**src/rtl/snand_cmd_engine.sv**
```systemverilog
module snand_cmd_engine #(
  parameter int CLK_DIV = 2,
  parameter int LEN_W   = 12,
  parameter int DMY_W   = 3
) (
  input  logic             clk,
  input  logic             rst_n,
  input  logic             req_valid,
  output logic             req_ready,
  input  logic [7:0]       req_opcode,
  input  logic [23:0]      req_addr,
  input  logic [1:0]       req_addr_bytes,
  input  logic [DMY_W-1:0] req_dummy_bytes,
  input  logic             req_write,
  input  logic [LEN_W-1:0] req_len,
  input  logic [7:0]       tx_data,
  input  logic             tx_valid,
  output logic             tx_ready,
  output logic [7:0]       rx_data,
  output logic             rx_valid,
  input  logic             rx_ready,
  output logic             cs_n,
  output logic             sclk,
  output logic             mosi,
  input  logic             miso,
  output logic             done
);
  localparam int DIV_W = (CLK_DIV > 1) ? $clog2(CLK_DIV) : 1;
  localparam int CW0   = (LEN_W > DMY_W) ? LEN_W : DMY_W;
  localparam int CNT_W = (CW0 > 2) ? CW0 : 2;

  typedef enum logic [2:0] {S_IDLE, S_LO, S_HI, S_NEXT, S_HOLD, S_GAP} st_t;
  typedef enum logic [1:0] {P_OP, P_ADDR, P_DMY, P_DATA} ph_t;

  st_t              st;
  ph_t              ph;
  logic [CNT_W-1:0] rem, next_cnt;
  logic [DIV_W-1:0] div;
  logic [2:0]       bitn;
  logic [7:0]       sreg, rsh, abyte, next_byte;
  logic [23:0]      addr_q;
  logic [1:0]       ab_q;
  logic [DMY_W-1:0] db_q;
  logic [LEN_W-1:0] len_q;
  logic             wr_q, gap, cs_q, sclk_q, done_q, rxv_q;
  logic [7:0]       rx_q;

  wire tick      = (div == DIV_W'(CLK_DIV - 1));
  wire timing    = (st == S_LO) || (st == S_HI) || (st == S_HOLD);
  wire data_slot = (ph == P_DATA) && (rem != '0);
  wire can_issue = (st == S_NEXT) && (rem != '0) &&
                   ((ph != P_DATA) || (wr_q ? tx_valid : !rxv_q));

  assign req_ready = (st == S_IDLE) && !rxv_q;
  assign tx_ready  = (st == S_NEXT) && data_slot && wr_q;
  assign rx_data   = rx_q;
  assign rx_valid  = rxv_q;
  assign cs_n      = cs_q;
  assign sclk      = sclk_q;
  assign mosi      = !cs_q && sreg[7];
  assign done      = done_q;

  always_comb begin
    case (rem[1:0])
      2'd3:    abyte = addr_q[23:16];
      2'd2:    abyte = addr_q[15:8];
      default: abyte = addr_q[7:0];
    endcase
    if (ph == P_ADDR)                next_byte = abyte;
    else if (ph == P_DATA && wr_q)   next_byte = tx_data;
    else                             next_byte = 8'h00;
    case (ph)
      P_OP:    next_cnt = CNT_W'(ab_q);
      P_ADDR:  next_cnt = CNT_W'(db_q);
      default: next_cnt = CNT_W'(len_q);
    endcase
  end

  always_ff @(posedge clk or negedge rst_n) begin
    if (!rst_n) begin
      st <= S_IDLE;  ph <= P_OP;   rem <= '0;   div <= '0;  bitn <= '0;
      sreg <= '0;    rsh <= '0;    addr_q <= '0; ab_q <= '0; db_q <= '0;
      len_q <= '0;   wr_q <= 1'b0; gap <= 1'b0;  cs_q <= 1'b1; sclk_q <= 1'b0;
      done_q <= 1'b0; rxv_q <= 1'b0; rx_q <= '0;
    end else begin
      done_q <= 1'b0;
      div    <= (timing && !tick) ? div + DIV_W'(1) : '0;
      if (rxv_q && rx_ready) rxv_q <= 1'b0;
      case (st)
        S_IDLE: if (req_valid && req_ready) begin
          addr_q <= req_addr;  ab_q <= req_addr_bytes; db_q <= req_dummy_bytes;
          len_q  <= req_len;   wr_q <= req_write;      sreg <= req_opcode;
          ph <= P_OP; rem <= '0; bitn <= '0; cs_q <= 1'b0; st <= S_LO;
        end
        S_LO: if (tick) begin
          sclk_q <= 1'b1;
          rsh    <= {rsh[6:0], miso};
          st     <= S_HI;
        end
        S_HI: if (tick) begin
          sclk_q <= 1'b0;
          if (bitn == 3'd7) begin
            bitn <= '0;
            if (ph == P_DATA && !wr_q) begin
              rx_q  <= rsh;
              rxv_q <= 1'b1;
            end
            st <= S_NEXT;
          end else begin
            bitn <= bitn + 3'd1;
            sreg <= {sreg[6:0], 1'b0};
            st   <= S_LO;
          end
        end
        S_NEXT: begin
          if (rem == '0) begin
            if (ph == P_DATA) st <= S_HOLD;
            else begin
              ph  <= ph_t'(ph + 2'd1);
              rem <= next_cnt;
            end
          end else if (can_issue) begin
            sreg <= next_byte;
            rem  <= rem - CNT_W'(1);
            st   <= S_LO;
          end
        end
        S_HOLD: if (tick) begin
          cs_q <= 1'b1; done_q <= 1'b1; gap <= 1'b0; st <= S_GAP;
        end
        S_GAP: begin
          gap <= 1'b1;
          if (gap) st <= S_IDLE;
        end
        default: st <= S_IDLE;
      endcase
    end
  end
endmodule

```
**config.mk**
```make
export PLATFORM = sky130hd
export DESIGN_NAME = snand_cmd_engine
export DESIGN_NICKNAME = d
export VERILOG_FILES = /design/src/rtl/snand_cmd_engine.sv
export SDC_FILE = /design/constraint.sdc
export NUM_CORES = 1
export LEC_CHECK = 0
export BUFFER_PORTS_ARGS = -buffer_cell sky130_fd_sc_hd__buf_2
export CAP_MARGIN = 20
export CORE_UTILIZATION = 36
export CTS_CLUSTER_DIAMETER = 80
export DETAILED_ROUTE_END_ITERATION = 16
export SETUP_SLACK_MARGIN = 0.1
export SLEW_MARGIN = 20
export SYNTH_ARGS = -nofsm -noshare
export SYNTH_HDL_FRONTEND = slang
export SYNTH_SLANG_ARGS = --single-unit
```
**constraint.sdc**
```tcl
create_clock -name clk -period 3.3 [get_ports clk]
set_input_delay 0.165 -clock clk [delete_from_list [all_inputs] [get_ports clk]]
set_output_delay 0.165 -clock clk [all_outputs]
set_load 0.01 [all_outputs]
```
==> results by group, run 1 <==
Floorplanning
  – Row count: 40
  – Die H: roughly 110 microns
  – Die Area: 13120 sq um
  – Num ports: about 80
  – Die X: between 100 and 150 microns
  – Core area: roughly 12000 sq um
  – Initial cell density of the core: a little under two fifths

Worst setup path
  – CP arrival: 2.31 ns
  – R2R cell count: 5
  – Worst path required time: 3.13 ns
  – CP max FO: 11
  – CP startpoint kind: register
  – Critical path class: register to primary output
  – R2r endpoint: sreg[4]$_DFFE_PN0P_
  – FF-to-FF setup slack: approximately 0.85 ns
  – CP Capture Type: primary output
  – Worst reg2reg path startpoint: rem[4]$_DFFE_PN0P_

Route
  – Vias per Instance: ~5.2
  – DRT Wirelength: ~10000 microns
  – Initial DRC Count: between 150 and 200
  – WL per Instance: about 16 microns
  – DR pass1 iterations: 6
  – Via count: ~3400
  – Number of remaining DRC errors: 0
  – Antenna Nets Post-Route: 0

Run status
  – Status: complete, no violations

Logic synthesis
  – Largest family of logic cells by synthesized area: multiplexers
  – Post-Syn Area: about 4600 sq um
  – Seq cells post-synth: slightly above 90
  – Mapped Avg Cell Area: approximately 11 sq um
  – Seq/Total Area, Yosys: 50.51%
  – Post-synth EDFFs: 0
  – Syn Inst Count: slightly above 400
  – Post-synthesis compound-gate area fraction: approximately 16%
  – Post-synth cell types: 55
  – FFs w/ async S/R, synth: 100.0%
  – Prevailing post-synth register cell: dfrtp_1
  – Mux contribution to synthesized area: 16.30%
  – Post-synthesis adder-cell area fraction: 2.195%
  – XOR/XNOR Fraction of Synth Area: less than 1%
  – Simple-Gate Fraction of Synth Area: 11.33%
  – Syn. warnings: 0
  – Syn Nets: between 400 and 500

STA
  – Setup skew after layout: about 0.0097 ns
  – Post-route setup TNS: 0 ns
  – Achievable Freq: 403.5 MHz
  – Final hold violations: 0
  – Final setup viols: 0
  – Max-slew violation count: 0
  – Min Tclk post-route: 2.478 ns
  – Final WS setup: roughly 0.8 ns
  – Unrepaired setup endpoints after global routing: false
  – Final period utilization: between 70% and 80%
  – Worst Max-Slew Pin Slew: about 0.87 ns
  – Slew margin rel.: between 40% and 50%

Placed design
  – GPL Wtd Cong: slightly above 0.8
  – Pre-CTS setup slack: between 0.8 and 0.9 ns
  – DP Cell Count: 640
  – PortBufs: between 70 and 80
  – Post-DP Area: between 5000 and 6000 sq um
  – Dpl hpwl: between 7000 and 8000 microns

Global route
  – Total congestion overflow: 0
  – Initial antenna violation count: 0
  – Largest net degree at the start of global routing: 53
  – All-Layer GR Usage: 16.97%
  – First-pass GRT wire length: 17380 microns
  – Vias in the first global route: approximately 3500

Clocking
  – Clk slew on worst S/H paths: 0.07 ns
  – Max clock buf depth: 2
  – Clock sink count: 92
  – H-tree depth: 3
  – CTS tree: done
  – Root Buffer: clkbuf_16
  – Number of setup buffers added after CTS: 0
  – Clock latency on the worst-skew pair: 0.34 ns
  – TritonCTS Buffers: 9

Layout
  – # diodes: 0
  – Syn-to-layout area delta: 19.20%
  – FILL cells: approximately 1200
  – Layout Cells excl Fill: 658
  – Most frequent cells in the layout: dfrtp_1 (91), buf_2 (77), mux2_2 (58)
  – Fin area: around 5400 sq um
  – Share of cells above drive strength 1: between 30% and 40%
  – Most common cell after layout, fill and taps aside: dfrtp_1
  – Final #Nets: approximately 560

Power and ir drop
  – Clock share of power: between 20% and 30%
  – Switching share of power: between 30% and 40%
  – Power share of the sequential group: 37.5%
  – Gate power share: between 40 and 50%
  – Worst VDD drop: a little over 0.5 mV
  – Internal power: between 3 and 4 mW
  – Switching Power: roughly 1.9 mW
  – Pwr/cell area: approximately 930 nW/um^2
  – Pleak: ~2.5 nW

Run
  – MaxCap Viol Count: 0

Hold path
  – Worst Hold Path EP: len_q[7]$_DFFE_PN0P_
  – Hold Crit Depth: 2
  – Hold Path Origin: req_len[7]
  – Type of the worst min-delay path: input port to register
==> cells by family after synthesis <==
group / Yosys count
AOI/OAI and AO/OA: 107
buffers and inverters: 35
DFF: 92
and+or+nand+nor: 102
adders and majority gates: 8
muxes: 66
xor gates and xnor gates: 1
==> timing repair <==
action / CTS / global route
gates resized for setup: 0 / 0
endpoints found under the hold margin: 51 / 0
hold buffers: 2 / 0
setup endpoints to repair: 0 / 0
==> Yosys cell counts, drive strengths merged (2+ instances only) <==
| master | count | area (sq um) |
|---|---|---|
| or3b | 2 | 17.52 |
| or2 | 2 | 12.51 |
| or4 | 4 | 30.03 |
| a22oi | 2 | 15.01 |
| a22o | 9 | 78.83 |
| nor4 | 5 | 37.53 |
| nand3 | 5 | 25.02 |
| clkbuf | 16 | 60.06 |
| nand3b | 2 | 15.01 |
| a211oi | 3 | 22.52 |
| buf | 10 | 56.31 |
| a211o | 2 | 17.52 |
| o21ai | 29 | 145.1 |
| o31ai | 9 | 67.56 |
| nor2 | 23 | 86.33 |
| a21o | 10 | 75.07 |
| a221oi | 9 | 78.83 |
| ha | 8 | 100.1 |
| a21oi | 14 | 73.82 |
| nand2 | 35 | 131.4 |
| mux2 | 66 | 743.2 |
| nor3 | 14 | 85.08 |
| dfrtp | 91 | 2277 |
| a2111oi | 2 | 17.52 |
| a31oi | 5 | 31.28 |
| inv | 9 | 33.78 |
| nor2b | 3 | 18.77 |
| o22ai | 3 | 18.77 |
| o22a | 2 | 17.52 |
==> registers in the layout, summed over array words and instances (netlist names), 2 cells and up <==
name	count
st	3
rx_data	8
db_q	3
ph	2
addr_q	24
rem	12
rsh	8
len_q	12
bitn	3
ab_q	2
sreg	8
==> routing by layer <==
layer | share of wire [%] | vias to the layer above | GRT usage (%)
met1 | 46 | 1674 | 22.40
li1 | - | 1672 | -
met2 | 48 | 74 | 27.52
met5 | 0 | - | 0
met3 | 3.9 | 19 | 3.282
met4 | 2.2 | 0 | 6.667
==> layout make-up <==
type / instances / area, sq um / area share [%]
inverter: 9 / 33.78 / 0.6214
multi-input combinational: 284 / 2110 / 38.80
timing repair buffer: 89 / 480.5 / 8.838
clock buffer: 9 / 225.2 / 4.143
tap: 168 / 210.2 / 3.867
clock inverter: 7 / 73.82 / 1.358
sequential: 92 / 2303 / 42.37
==> worst max-delay path: stages, from the launching register on <==
cell     delay [ns]
dfrtp_1        0.43
inv_1          0.14
ha_1           0.21
or3b_2         0.56
nor3_2         0.17
buf_4          0.22
nor3_1         0.09
buf_2          0.15
==> power by group through the flow <==
stage	clock [mW]	sequential [mW]	combinational, mW
finish	1.03	1.90	2.13
floorplan	0	1.80	1.70
global placement	0	1.89	2.10
detailed placement	0	1.91	2.13
CTS	1.06	1.90	2.14
global route	1.12	1.95	2.36
==> metrics by stage <==
stage / hold slack (ns) / utilization, % / power (mW)
final: 0.05646 / 44.70 / 5.057
after global placement: 0.2384 / 42.08 / 3.998
after floorplan: -0.1306 / - / 3.498
after CTS: 0.04801 / 44.70 / 5.098
after global routing: 0.04771 / 44.70 / 5.438
after detailed placement: 0.2477 / 42.08 / 4.049
==> how the worst max path moves through the flow <==
stage,from,end,slack [ns],cells past startpoint
after global routing,rem[0]$_DFFE_PN0P_,tx_ready,0.66,7
after floorplan,rem[0]$_DFFE_PN0P_,sreg[0]$_DFFE_PN0P_,1.00,8
after CTS,rem[0]$_DFFE_PN0P_,tx_ready,0.83,7
after detailed placement,st[1]$_DFFE_PN0P_,rem[8]$_DFFE_PN0P_,0.85,6
after global placement,rem[4]$_DFFE_PN0P_,sreg[7]$_DFFE_PN0P_,0.88,5
final,rem[0]$_DFFE_PN0P_,tx_ready,0.82,7
Note: power is estimated with default switching activity, not from simulation.
==> run 2: changes to the inputs <==
==> constraint.sdc (replaced) <==
create_clock -name clk -period 2.5 [get_ports clk]
set_input_delay 0.125 -clock clk [delete_from_list [all_inputs] [get_ports clk]]
set_output_delay 0.125 -clock clk [all_outputs]
set_load 0.01 [all_outputs]
==> run 2 against run 1 <==
Against the previous run:
- worst setup slack worse by 0.62 ns
- clock power is 37% higher
- non-clock buffer count is 11 higher
- first-iteration DRC count is 8.2% higher
- wire length is 1.0% higher
- clock skew is 0.0026 ns lower
- sequential cell count stayed put
- critical endpoint unchanged
- highest routed layer unchanged
==> results by group, run 2 (synthesized netlist as in run 1, its figures left out) <==
Global route
  – All-Layer GR Usage: 17.19% (was 16.97%)
  – Largest net degree at the start of global routing: 55 (was 53)
  – Vias in the first global route: 3471 (was 3513)
  – First-pass GRT wire length: 17420 microns (was 17380 microns)
  – Initial antenna violation count: 0 (unchanged)
  – Total congestion overflow: 0 (unchanged)

Floorplanning
  – Row count: 40 (unchanged)
  – Die X: 114.6 microns (unchanged)
  – Die Area: 13120 sq um (unchanged)
  – Core area: 12160 sq um (unchanged)
  – Die H: 114.6 microns (unchanged)
  – Num ports: 79 (unchanged)
  – Initial cell density of the core: 37.50% (unchanged)

Worst setup path
  – CP max FO: 25 (was 11)
  – FF-to-FF setup slack: 0.26 ns (was 0.85 ns)
  – Worst reg2reg path startpoint: rx_valid$_DFF_PN0_ (was rem[4]$_DFFE_PN0P_)
  – CP Capture Type: primary output (unchanged)
  – R2r endpoint: rem[8]$_DFFE_PN0P_ (was sreg[4]$_DFFE_PN0P_)
  – CP arrival: 2.17 ns (was 2.31 ns)
  – Critical Path End: tx_ready (unchanged)
  – Crit path launch: st[0]$_DFFE_PN0P_ (was rem[0]$_DFFE_PN0P_)
  – CP startpoint kind: register (unchanged)
  – Worst path required time: 2.38 ns (was 3.13 ns)
  – R2R cell count: 6 (was 5)
  – Critical path class: register to primary output (unchanged)

Route
  – DR pass1 iterations: 4 (was 6)
  – Initial DRC Count: 199 (was 184)
  – Via count: 3512 (was 3439)
  – DRT Wirelength: 10480 microns (was 10370 microns)
  – Number of remaining DRC errors: 0 (unchanged)
  – Antenna Nets Post-Route: 0 (unchanged)
  – WL per Instance: 15.66 microns (was 15.76 microns)
  – Vias per Instance: 5.250 (was 5.226)

Clocking
  – Number of setup buffers added after CTS: 0 (unchanged)
  – TritonCTS Buffers: 9 (unchanged)
  – Root Buffer: clkbuf_16 (unchanged)
  – Clk slew on worst S/H paths: 0.07 ns (about the same)
  – CTS tree: done (unchanged)
  – H-tree depth: 3 (unchanged)
  – Clock sink count: 92 (unchanged)
  – Max clock buf depth: 2 (unchanged)
  – Clock latency on the worst-skew pair: 0.34 ns (about the same)

Layout
  – Syn-to-layout area delta: 21.84% (was 19.20%)
  – # diodes: 0 (unchanged)
  – Max reg flops: 24 (unchanged)
  – Multi-input gate area: 2116 sq um (was 2110 sq um)
  – Most common cell after layout, fill and taps aside: dfrtp_1 (unchanged)
  – Final #Nets: 568 (was 557)
  – Flip-flop and latch area: 2303 sq um (unchanged)
  – Layout Cells excl Fill: 669 (was 658)
  – Largest Register: addr_q (unchanged)
  – Top Registers: addr_q (24), len_q (12), rem (12) (unchanged)
  – Share of cells above drive strength 1: 36.53% (was 35.31%)
  – Most frequent cells in the layout: dfrtp_1 (91), buf_2 (77), mux2_2 (58) (unchanged)
  – FILL cells: 1144 (was 1173)

Power and ir drop
  – Worst VDD drop: 0.4995 mV (was 0.5114 mV)
  – Pwr/cell area: 1251 nW/um^2 (was 930.3 nW/um^2)
  – Pleak: 2.567 nW (was 2.507 nW)

STA
  – Final setup viols: 0 (unchanged)
  – Setup skew after layout: 0.007100 ns (was 0.009683 ns)
  – Final hold violations: 0 (unchanged)
  – Achievable Freq: about 440 MHz
  – Min Tclk post-route: approximately 2.3 ns
  – Worst Max-Slew Pin Slew: 0.6859 ns (was 0.8728 ns)
  – Post-route setup TNS: 0 ns (unchanged)
  – Final period utilization: just over 90%
  – Unrepaired setup endpoints after global routing: true (was false)
  – Slew margin rel.: 54.27% (was 41.28%)
  – Max-slew violation count: 0 (unchanged)

Placed design
  – GPL Wtd Cong: 0.8188 (was 0.8309)
  – PortBufs: 78 (unchanged)
  – Dpl hpwl: 7561 microns (was 7462 microns)
  – DP Cell Count: 648 (was 640)

Run status
  – Status: complete, no violations (unchanged)

Hold path
  – Type of the worst min-delay path: input port to register (unchanged)

Run
  – MaxCap Viol Count: 0 (unchanged)
-- run 2: stage by stage --
stage	utilization (%)	hold WS, ns	worst slack (ns)	power (mW)	cell area, sq um
6_report	45.69	0.01133	0.2056	6.952	5557
2_1_floorplan	-	-0.1706	0.2033	4.617	4561
4_1_cts	45.39	0.0007921	0.1281	6.953	5520
5_1_grt	45.69	0.004633	0.08761	7.454	5557
3_3_place_gp	42.67	0.2159	0.3149	5.437	5190
3_5_place_dp	42.67	0.2169	0.2489	5.507	5190
-- run 2: layout make-up --
cell class | instances | area share [%]
Clock buffer | 10 | 4.301
Clock inverter | 6 | 1.283
Inverter | 9 | 0.6080
Multi-Input combinational cell | 284 | 38.08
Sequential cell | 92 | 41.45
Tap cell | 168 | 3.783
Timing Repair Buffer | 100 | 10.49
-- run 2: worst max-delay path, stage by stage (launching register included) --
cell and delay [ns]:
dfrtp_1 0.34, buf_4 0.26, inv_2 0.15, or2_1 0.38, buf_4 0.23, nor3_1 0.27, buf_2 0.19
-- run 2: power breakdown --
group	internal [mW]	leakage, nW	switching, mW	total (mW)
clock network	0.813	0.151	0.600	1.41
logic	1.44	1.27	1.61	3.05
registers	2.08	1.14	0.411	2.49
-- run 2: timing repair --
item / 4_1_cts / 5_1_grt
hold buffers: 2 / 3
endpoints found under the hold margin: 54 / 3
setup endpoints to repair: 0 / 10
resized for setup: 0 / 3
-- run 2: how the worst min path moves through the flow --
stage / to / slack, ns / start / cells past startpoint
6_report: addr_q[13]$_DFFE_PN0P_ / 0.01 / req_addr[13] / 2
5_1_grt: addr_q[16]$_DFFE_PN0P_ / 0.005 / req_addr[16] / 2
4_1_cts: addr_q[21]$_DFFE_PN0P_ / 0.0008 / req_addr[21] / 2
3_5_place_dp: db_q[1]$_DFFE_PN0P_ / 0.22 / rst_n / 1
3_3_place_gp: db_q[1]$_DFFE_PN0P_ / 0.22 / rst_n / 1
2_1_floorplan: ab_q[0]$_DFFE_PN0P_ / -0.17 / rst_n / 0
-- run 2: layer usage --
metal,vias up,track usage (%),wire (microns)
li1,1696,-,-
met1,1710,22.59,4780
met2,88,27.43,4985
met3,18,3.653,440
met4,0,7.446,270
met5,-,0,0
==> run 3: changes to the inputs <==
--- a/config.mk
+++ b/config.mk
@@ -7,9 +7,11 @@
 export LEC_CHECK = 0
 export BUFFER_PORTS_ARGS = -buffer_cell sky130_fd_sc_hd__buf_2
 export CAP_MARGIN = 20
-export CORE_UTILIZATION = 36
+export CORE_UTILIZATION = 55
 export CTS_CLUSTER_DIAMETER = 80
 export DETAILED_ROUTE_END_ITERATION = 16
+export PLACE_DENSITY = 0.79
+export REMOVE_ABC_BUFFERS = 1
 export SETUP_SLACK_MARGIN = 0.1
 export SLEW_MARGIN = 20
 export SYNTH_ARGS = -nofsm -noshare
==> run 3 against run 2 <==
Against the previous run:
- register-to-register slack worse by 0.03 ns
- final cell count down 3.4%
- power down 3.5%
- core utilization up 27 points
- via count up 7.5%
- combinational power up 6%
- global-route usage up 9.9 points
- sequential share of layout area down 1.4 points
- first-iteration DRC count up 7.0%
- non-clock buffer count up 43
- sequential cell count unchanged
- die area down 34%
- largest cell class unchanged
==> results by group, run 3 (synthesized netlist as in run 1, its figures left out) <==
Worst setup path
  – R2R cell count: 7 (was 6)
  – CP arrival: 2.22 ns (was 2.17 ns)
  – Slowest-stage cell, CP: or4_1 (was or2_1)
  – Critical path class: register to primary output (unchanged)
  – CP startpoint kind: register (unchanged)
  – CP Capture Type: primary output (unchanged)
  – Worst path required time: 2.38 ns (about the same)
  – Buf/Inv on CP: 2 (was 4)
  – FF-to-FF setup slack: 0.23 ns (was 0.26 ns)
  – Worst path cell trace: or4_1, nor3_4, buf_4, nor3_1, buf_2 (was buf_4, inv_2, or2_1, buf_4, nor3_1, buf_2)
  – Worst path depth: 5 (was 6)
  – Largest incremental delay on the critical path: 0.73 ns (was 0.38 ns)
  – CP max FO: 7 (was 25)
  – Worst reg2reg path startpoint: rem[0]$_DFFE_PN0P_ (was rx_valid$_DFF_PN0_)
  – R2r endpoint: sreg[1]$_DFFE_PN0P_ (was rem[8]$_DFFE_PN0P_)
  – Top delay family on crit path: simple AND/OR/NAND/NOR gates (was buffers and inverters)

Hold path
  – Type of the worst min-delay path: input port to register (unchanged)
  – Hold Crit Depth: 2 (unchanged)
  – Hold Path Origin: req_dummy_bytes[0] (was req_addr[13])
  – Worst Hold Path EP: db_q[0]$_DFFE_PN0P_ (was addr_q[13]$_DFFE_PN0P_)

Placed design
  – Post-DP Area: 5125 sq um (was 5190 sq um)
  – Dpl hpwl: 7109 microns (was 7561 microns)
  – PortBufs: 78 (unchanged)
  – GPL Wtd Cong: 0.8632 (was 0.8188)

Layout
  – # diodes: 0 (unchanged)
  – Fin area: 5752 sq um (was 5557 sq um)
  – Most frequent cells in the layout: dfrtp_1 (91), buf_2 (77), mux2_2 (58) (unchanged)
  – Final #Nets: 611 (was 568)
  – Share of cells above drive strength 1: 34.19% (was 36.53%)
  – Most common cell after layout, fill and taps aside: dfrtp_1 (unchanged)
  – FILL cells: 549 (was 1144)
  – Largest Register: addr_q (unchanged)
  – Top Registers: addr_q (24), len_q (12), rem (12) (unchanged)
  – Syn-to-layout area delta: 26.12% (was 21.84%)
  – Max reg flops: 24 (unchanged)

STA
  – Max-slew violation count: 0 (unchanged)
  – Slew margin rel.: 56.19% (was 54.27%)
  – Setup skew after layout: 0.008720 ns (was 0.007100 ns)
  – Worst Max-Slew Pin Slew: 0.6571 ns (was 0.6859 ns)
  – Unrepaired setup endpoints after global routing: true (unchanged)
  – Final period utilization: 93.67% (was 91.77%)
  – WHS: 0.004325 ns (was 0.01133 ns)
  – Final hold violations: 0 (unchanged)
  – Achievable Freq: 427.0 MHz (was 435.9 MHz)
  – Final setup viols: 0 (unchanged)
  – Min Tclk post-route: 2.342 ns (was 2.294 ns)

Clocking
  – Clk slew on worst S/H paths: 0.09 ns (was 0.07 ns)
  – Clock latency on the worst-skew pair: 0.36 ns (was 0.34 ns)
  – Root Buffer: clkbuf_8 (was clkbuf_16)
  – Clock sink count: 92 (unchanged)
  – Max clock buf depth: 2 (unchanged)
  – CTS tree: done (unchanged)
  – TritonCTS Buffers: 9 (unchanged)
  – H-tree depth: 3 (unchanged)

Floorplanning
  – Row count: 32 (was 40)
  – Initial cell density of the core: 57.82% (was 37.50%)
  – Die H: 93.06 microns (was 114.6 microns)
  – Core area: 7888 sq um (was 12160 sq um)
  – Num ports: 79 (unchanged)
  – Die X: 93.06 microns (was 114.6 microns)
  – Die Area: 8660 sq um (was 13120 sq um)

Power and ir drop
  – Total Power: 6.707 mW (was 6.952 mW)
  – Pwr/cell area: 1166 nW/um^2 (was 1251 nW/um^2)
  – Worst VDD drop: 0.5425 mV (was 0.4995 mV)
  – Pleak: 2.698 nW (was 2.567 nW)

Route
  – DRT Wirelength: 11110 microns (was 10480 microns)
  – Vias per Instance: 5.847 (was 5.250)
  – WL per Instance: 17.20 microns (was 15.66 microns)
  – Via count: 3777 (was 3512)
  – Initial DRC Count: 213 (was 199)
  – Antenna Nets Post-Route: 0 (unchanged)
  – DR pass1 iterations: 6 (was 4)
  – Number of remaining DRC errors: 0 (unchanged)

Global route
  – All-Layer GR Usage: 27.11% (was 17.19%)
  – Initial antenna violation count: 0 (unchanged)
  – Total congestion overflow: 0 (unchanged)
  – Vias in the first global route: 3858 (was 3471)
  – Largest net degree at the start of global routing: 53 (was 55)
  – First-pass GRT wire length: 18080 microns (was 17420 microns)

Run
  – MaxCap Viol Count: 0 (unchanged)

Run status
  – Status: complete, no violations (unchanged)
run 3: cell count changes in the layout (fill, tap and decap cells not counted), moves of 2 or more:
| cell | before | now |
|---|---|---|
| clkbuf_1 | 0 | 2 |
| dlygate4sd3_1 | 5 | 41 |
| buf_4 | 17 | 25 |
| clkbuf_8 | 1 | 9 |
| clkinv_2 | 1 | 3 |
| clkbuf_16 | 9 | 0 |
run 3: how the worst max path moves through the flow:
| stage | to | from |
|---|---|---|
| 2_1_floorplan | sreg[0]$_DFFE_PN0P_ | st[0]$_DFFE_PN0P_ |
| 3_3_place_gp | rem[0]$_DFFE_PN0P_ | rem[0]$_DFFE_PN0P_ |
| 3_5_place_dp | rem[0]$_DFFE_PN0P_ | rem[0]$_DFFE_PN0P_ |
| 4_1_cts | tx_ready | rem[4]$_DFFE_PN0P_ |
| 5_1_grt | rem[3]$_DFFE_PN0P_ | rem[0]$_DFFE_PN0P_ |
| 6_report | tx_ready | rem[4]$_DFFE_PN0P_ |
run 3: cell type report:
type / count / area (sq um) / share of cell area, %
Sequential cell: 92 / 2303 / 40.05
Multi-Input combinational cell: 284 / 2118 / 36.83
Timing Repair Buffer: 143 / 983.4 / 17.10
Clock buffer: 11 / 131.4 / 2.284
Tap cell: 102 / 127.6 / 2.219
Clock inverter: 5 / 53.80 / 0.9354
Inverter: 9 / 33.78 / 0.5873
run 3: worst register-to-register path, cell delays in order, from the launching register on:
cell,delay [ns]
dfrtp_1,0.44
inv_1,0.14
ha_1,0.22
nor3b_1,0.29
nand3_1,0.16
a21oi_1,0.18
a211o_1,0.35
mux2_1,0.37
run 3: stage by stage:
stage	cells	worst slack [ns]	TNS, ns	util [%]
finish	646	0.1583	0	72.92
global route	646	0.08175	0	72.92
CTS	643	0.1428	0	72.56
detailed placement	586	0.2319	0	64.97
global placement	586	0.2987	0	64.97
floorplan	385	-0.6373	-18.27	-
run 3: where the power goes:
part	internal (mW)	total [mW]	leakage (nW)	switching, mW
sequential	2.08	2.50	1.14	0.421
combinational	1.57	3.24	1.46	1.67
clock	0.460	0.969	0.0971	0.510
run 3: per-layer routing:
layer	routed length (microns)	global-route usage, %	vias up
met3	542	4.634	20
met1	4562	33.42	1846
met2	5796	47.49	132
met4	211	10.38	0
li1	-	-	1779
met5	0	0	-
run 3: timing repair:
item | 4_1_cts | 5_1_grt
hold endpoints to repair | 90 | 0
buffers inserted | 0 | 3
gates resized for setup | 1 | 1
hold buffers | 41 | 0
setup endpoints to repair | 1 | 3
